===== src/rtl/amark_sync.sv =====
module amark_sync #(
  parameter int PULSE_W = 2
) (
  input  logic               clk,
  input  logic               rst_n,
  input  logic               fm_mode,
  input  logic               win_valid,
  input  logic [PULSE_W-1:0] win_pulses,
  input  logic               win_is_data,
  input  logic               resync,
  output logic               byte_valid,
  output logic [7:0]         byte_data,
  output logic [1:0]         mark_tag,
  output logic               clk_err,
  output logic               extra_err,
  output logic               in_sync
);

  localparam int HIST_W = 31;
  localparam logic [1:0] TAG_NORM = 2'd0;
  localparam logic [1:0] TAG_FIRST = 2'd1;
  localparam logic [1:0] TAG_REPEAT = 2'd2;
  localparam logic [1:0] TAG_FMMARK = 2'd3;

  logic [HIST_W-1:0] hist;
  logic [7:0]        shreg;
  logic [2:0]        bitcnt;
  logic              viol_acc, extra_acc;

  wire              win_bit  = |win_pulses;
  wire              win_xtra = win_pulses > PULSE_W'(1);
  wire [HIST_W-1:0] hist_nx  = {hist[HIST_W-2:0], win_bit};

  logic       hit;
  logic [7:0] hit_byte;
  logic [1:0] hit_tag;

  always_comb begin
    hit = 1'b0;
    hit_byte = 8'h00;
    hit_tag = TAG_NORM;
    if (!fm_mode) begin
      case (hist_nx)
        31'h2AAA4489: begin hit = 1'b1; hit_byte = 8'hA1; hit_tag = TAG_FIRST; end
        31'h2AAA5224: begin hit = 1'b1; hit_byte = 8'hC2; hit_tag = TAG_FIRST; end
        default: ;
      endcase
    end else begin
      case (hist_nx)
        31'h2AAAF57E: begin hit = 1'b1; hit_byte = 8'hFE; hit_tag = TAG_FMMARK; end
        31'h2AAAF56F: begin hit = 1'b1; hit_byte = 8'hFB; hit_tag = TAG_FMMARK; end
        31'h2AAAF56A: begin hit = 1'b1; hit_byte = 8'hF8; hit_tag = TAG_FMMARK; end
        31'h2AAAF56B: begin hit = 1'b1; hit_byte = 8'hF9; hit_tag = TAG_FMMARK; end
        31'h2AAAF56E: begin hit = 1'b1; hit_byte = 8'hFA; hit_tag = TAG_FMMARK; end
        31'h2AAAF77A: begin hit = 1'b1; hit_byte = 8'hFC; hit_tag = TAG_FMMARK; end
        default: ;
      endcase
    end
  end

  logic bit_viol;
  always_comb begin
    if (fm_mode) bit_viol = !hist_nx[1];
    else begin
      case (hist_nx[2:0])
        3'b000, 3'b011, 3'b110, 3'b111: bit_viol = 1'b1;
        default:                        bit_viol = 1'b0;
      endcase
    end
  end

  wire rep_prefix = !fm_mode && (hist_nx[15:0] == 16'h4489 || hist_nx[15:0] == 16'h5224);
  wire viol_now   = viol_acc | (win_is_data & bit_viol);
  wire extra_now  = extra_acc | win_xtra;
  wire byte_done  = win_is_data && bitcnt == 3'd7;

  always_ff @(posedge clk) begin
    if (!rst_n) begin
      hist <= '0;
      shreg <= '0;
      bitcnt <= '0;
      viol_acc <= 1'b0;
      extra_acc <= 1'b0;
      in_sync <= 1'b0;
      byte_valid <= 1'b0;
      byte_data <= '0;
      mark_tag <= TAG_NORM;
      clk_err <= 1'b0;
      extra_err <= 1'b0;
    end else begin
      byte_valid <= 1'b0;
      if (resync) begin
        hist <= '0;
        bitcnt <= '0;
        viol_acc <= 1'b0;
        extra_acc <= 1'b0;
        in_sync <= 1'b0;
      end else if (win_valid) begin
        hist <= hist_nx;
        if (!in_sync) begin
          if (hit) begin
            in_sync <= 1'b1;
            byte_valid <= 1'b1;
            byte_data <= hit_byte;
            mark_tag <= hit_tag;
            clk_err <= 1'b0;
            extra_err <= win_xtra;
            bitcnt <= '0;
            viol_acc <= 1'b0;
            extra_acc <= 1'b0;
          end
        end else begin
          if (win_is_data) begin
            shreg <= {shreg[6:0], win_bit};
            bitcnt <= bitcnt + 3'd1;
          end
          if (byte_done) begin
            byte_valid <= 1'b1;
            byte_data <= {shreg[6:0], win_bit};
            mark_tag <= rep_prefix ? TAG_REPEAT : TAG_NORM;
            clk_err <= rep_prefix ? 1'b0 : viol_now;
            extra_err <= extra_now;
            viol_acc <= 1'b0;
            extra_acc <= 1'b0;
          end else begin
            viol_acc <= viol_now;
            extra_acc <= extra_now;
          end
        end
      end
    end
  end


  no_byte_hunt_chk: assert property (@(posedge clk) disable iff (!rst_n)
    byte_valid |-> in_sync);


  mark_clean_chk: assert property (@(posedge clk) disable iff (!rst_n)
    (byte_valid && mark_tag != TAG_NORM) |-> !clk_err);


  resync_drop_chk: assert property (@(posedge clk) disable iff (!rst_n)
    resync |=> (!in_sync && !byte_valid));


  sync_entry_chk: assert property (@(posedge clk) disable iff (!rst_n)
    $rose(in_sync) |-> (byte_valid && (mark_tag == TAG_FIRST || mark_tag == TAG_FMMARK)));


  strobe_gap_chk: assert property (@(posedge clk) disable iff (!rst_n)
    byte_valid |=> !byte_valid);


  fm_tag_chk: assert property (@(posedge clk) disable iff (!rst_n)
    (byte_valid && fm_mode) |-> (mark_tag == TAG_NORM || mark_tag == TAG_FMMARK));

endmodule


===== config.mk =====
export PLATFORM = sky130hd
export DESIGN_NAME = amark_sync
export DESIGN_NICKNAME = d
export VERILOG_FILES = /design/src/rtl/amark_sync.sv
export SDC_FILE = /design/constraint.sdc
export NUM_CORES = 1
export LEC_CHECK = 0
export BUFFER_PORTS_ARGS = -buffer_cell sky130_fd_sc_hd__buf_4
export CAP_MARGIN = 10
export CORE_ASPECT_RATIO = 1.5
export CORE_UTILIZATION = 40
export CTS_BUF_LIST = sky130_fd_sc_hd__clkbuf_4
export CTS_CLUSTER_DIAMETER = 80
export DETAILED_ROUTE_END_ITERATION = 10
export SLEW_MARGIN = 20
export SYNTH_ARGS = -nofsm -noshare
export SYNTH_HDL_FRONTEND = slang
export SYNTH_SLANG_ARGS = --single-unit

===== constraint.sdc =====
create_clock -name clk -period 4.8 [get_ports clk]
set_clock_uncertainty 0.1 [all_clocks]
set_input_delay 0.72 -clock clk [delete_from_list [all_inputs] [get_ports clk]]
set_output_delay 0.72 -clock clk [all_outputs]
set_load 0.05 [all_outputs]

==> results.cfg <==
[status]
status = finished, final reports clean

[worst_setup_path]
crit_type = flop to flop
timing.rr.start = hist[15]
worst-path-max-fanout = 15
worstPathArrival_ns = 3.08
crit_chain = or4b_4, nor4_4, nand2_1, o211a_1, or2_1, o41ai_1
reg2reg_slack_ns = 1.91
worst_r2r_path_depth = 6
reg2reg_to = clk_err
cp.required_ns = 4.98
slowest_delay_ns = 0.55
crit_path_end_kind = flop
worst_path_max_delay_cell = or4b_4
start_kind = flop

[floorplanning]
rows = 35
core_mm2 = 0.00617
design.die.area_mm2 = 0.00676
fp.dieW_um = 67.5
die_h_um = 100
start_util_pct = 41.7
io_pins = 22

[clock_tree]
clk_path_buf_depth = 2
h-tree-depth = 2
ctsResizeCount = 0
clkLatencyLatePin_ns = 0.36
cts-buffers-inserted = 5
cts_tree = built
cts_setup_buffers = 0
clk_pin_slew_ns = 0.15
hold_buffers = 0
cts.sinks = 56
clockRootBuffer = clkbuf_4

[synth]
synth_top_cell_by_area = dfxtp_1
syn_nets = 297
seq_area_frac_synth_pct = 43.6
synth_top_area_share_pct = 43.6
ys_types = 53
synth_area_leaders = dfxtp_1 (44%), mux2i_1 (16%), nor2_1 (7.3%), nand2_1 (3.2%), clkbuf_1 (2.3%)
ys_ff_latch = 56
synth-edff-count = 0
synth_area_mm2 = 0.00257
synth.most_common_cell = dfxtp_1
synth_ff_type = dfxtp_1
syn_avg_cell_area_um2 = 8.96
async_flop_share_pct = 0
yosysWarningCount = 0
synthTopCellsByCount = dfxtp_1 (56), nor2_1 (50), mux2i_1 (40)
syn_inst = 287

[finish]
areaGrowthSynthToFinish_pct = 10.9
n_antenna_cell = 0
layout-drive-gt1-share_pct = 12.8
nNetsFinal = 308
final_area_mm2 = 0.00285
fillers = 627

[routing]
wl_met2_mm = 2.64
vias = 2032
avgViaCountPerCell = 5.46
dr.pass1.iters = 4
drc = 0
wl_met3_um = 193
met1_length_mm = 2.40
drt-initial-drc-count = 114
post_drt_wl_per_cell_um = 14.5
final_antenna_net_count = 0
totalWireLength_mm = 5.38
top_layer_used = met4

[power]
clkPwrFrac_pct = 37.2
p_int_mw = 0.638
p_sw_mw = 0.164
sw_frac_of_total_pct = 20.4
power_frac_comb_pct = 4.7
powerDensity_mw_per_mm2 = 281
p_leak_nw = 1.07
ir_worst_vdd_mv = 0.164
seqPwrFrac_pct = 58.2

[place]
place_ws_ns = 1.80
placedInstanceArea_mm2 = 0.00276
post-dp-hpwl_mm = 3.89
place_congestion = 0.878
portBuffers = 21

[timing]
slew_headroom_pct = 47.5
setup_tns_ns = 0
fin_ws_ns = 1.91
worst_slew_pin_slew_ns = 0.783
max_freq_ghz = 0.345
rsz0062_at_grt = false
min_period_ns = 2.89
finalHoldViolations = 0
drv_slew = 0
finalCritPeriodShare_pct = 60.3
final-setup-viol-count = 0

[flow_run]
maxCapViolations = 0

[global_routing]
grt_max_degree = 39
antenna_found_initial = 0
grt_pass1_wl_mm = 8.60
overflow = 0
grt.total_usage_pct = 16.8
grt_pass1_vias = 1801

[worst_hold_path]
hp-start = extra_err
min_path_cells = 2
hold_end = extra_err
hold_class = flop to flop
==> flip-flops by register name, indices dropped and copies added (netlist names) <==
signal,cells
hist,30
byte_data,8
extra_err,1
bitcnt,3
in_sync,1
viol_acc,1
byte_valid,1
shreg,7
mark_tag,2
clk_err,1
extra_acc,1
==> cells in the final DEF, fill, tap and decap left out, types with 2 or more instances in the layout <==
cell type / count
dfxtp_1: 56
nor2_1: 50
mux2i_1: 40
nand2_1: 22
buf_4: 22
nor3_1: 10
o21ai_0: 9
a211oi_1: 7
inv_1: 7
clkbuf_4: 5
nand4_1: 4
nor4_1: 4
nand2b_1: 3
or2_2: 3
nand3b_1: 3
a22oi_1: 3
nor2b_1: 3
a31oi_1: 3
o211ai_1: 3
or4bb_1: 2
a21oi_1: 2
o311ai_0: 2
nand3_1: 2
o22ai_1: 2
ha_1: 2
bufinv_16: 2
==> layer usage <==
metal	GRT usage (%)	up-vias
li1	-	1036
met1	19.7	933
met2	28.1	50
met3	3.64	13
met4	7.69	0
met5	0	-
==> power groups by stage <==
stage	Clock [mW]	Combinational (mW)	Sequential, mW
after floorplan	0	0.0270	0.476
after global placement	0	0.0375	0.477
after detailed placement	0	0.0374	0.477
after CTS	0.312	0.0374	0.467
after global routing	0.328	0.0404	0.467
final	0.298	0.0373	0.467
==> worst max-delay path, delay by kind of cell, from the launching register on <==
| kind | cells | cell delay, ns |
|---|---|---|
| flops | 1 | 0.36 |
| simple gates | 4 | 1.60 |
| compound gates | 2 | 0.76 |
==> final cells by class <==
| cell class | instances | area [um2] | share of cell area [%] |
|---|---|---|---|
| tap | 74 | 92.6 | 3.25 |
| timing repair buffer | 22 | 165 | 5.79 |
| sequential | 56 | 1120 | 39.3 |
| multi-input combinational | 205 | 1350 | 47.2 |
| inverter | 8 | 30.0 | 1.05 |
| clock inverter | 2 | 60.1 | 2.11 |
| clock buffer | 5 | 37.5 | 1.32 |
==> kinds of logic after synthesis <==
group / synth area share, %
AND/OR/NAND/NOR: 24.6
flip-flops: 43.6
AO/OA/AOI/OAI: 10.8
multiplexers: 15.6
buffers and inverters: 4.09
adder cells (fa/ha/maj): 0.973
XOR/XNOR: 0.341
==> how the worst max path moves through the flow <==
| stage | slack (ns) | to | start | depth (start not counted) |
|---|---|---|---|---|
| 6_report | 1.91 | clk_err | hist[15] | 6 |
| 5_1_grt | 1.75 | clk_err | hist[18] | 6 |
| 4_1_cts | 1.90 | clk_err | hist[15] | 6 |
| 3_5_place_dp | 1.80 | clk_err | win_pulses[0] | 7 |
| 3_3_place_gp | 1.84 | clk_err | win_pulses[0] | 7 |
| 2_1_floorplan | 2.21 | byte_data[0] | fm_mode | 8 |
==> stage by stage <==
stage               power [mW]  std cells  util (%)  hold slack (ns)
floorplan                0.503        287         -            0.354
global placement         0.514        365      44.6            0.345
detailed placement       0.514        365      44.6            0.350
CTS                      0.817        372      46.2            0.373
global route             0.836        372      46.2            0.389
finish                   0.802        372      46.2            0.368
Note: power is estimated with default switching activity, not from simulation.
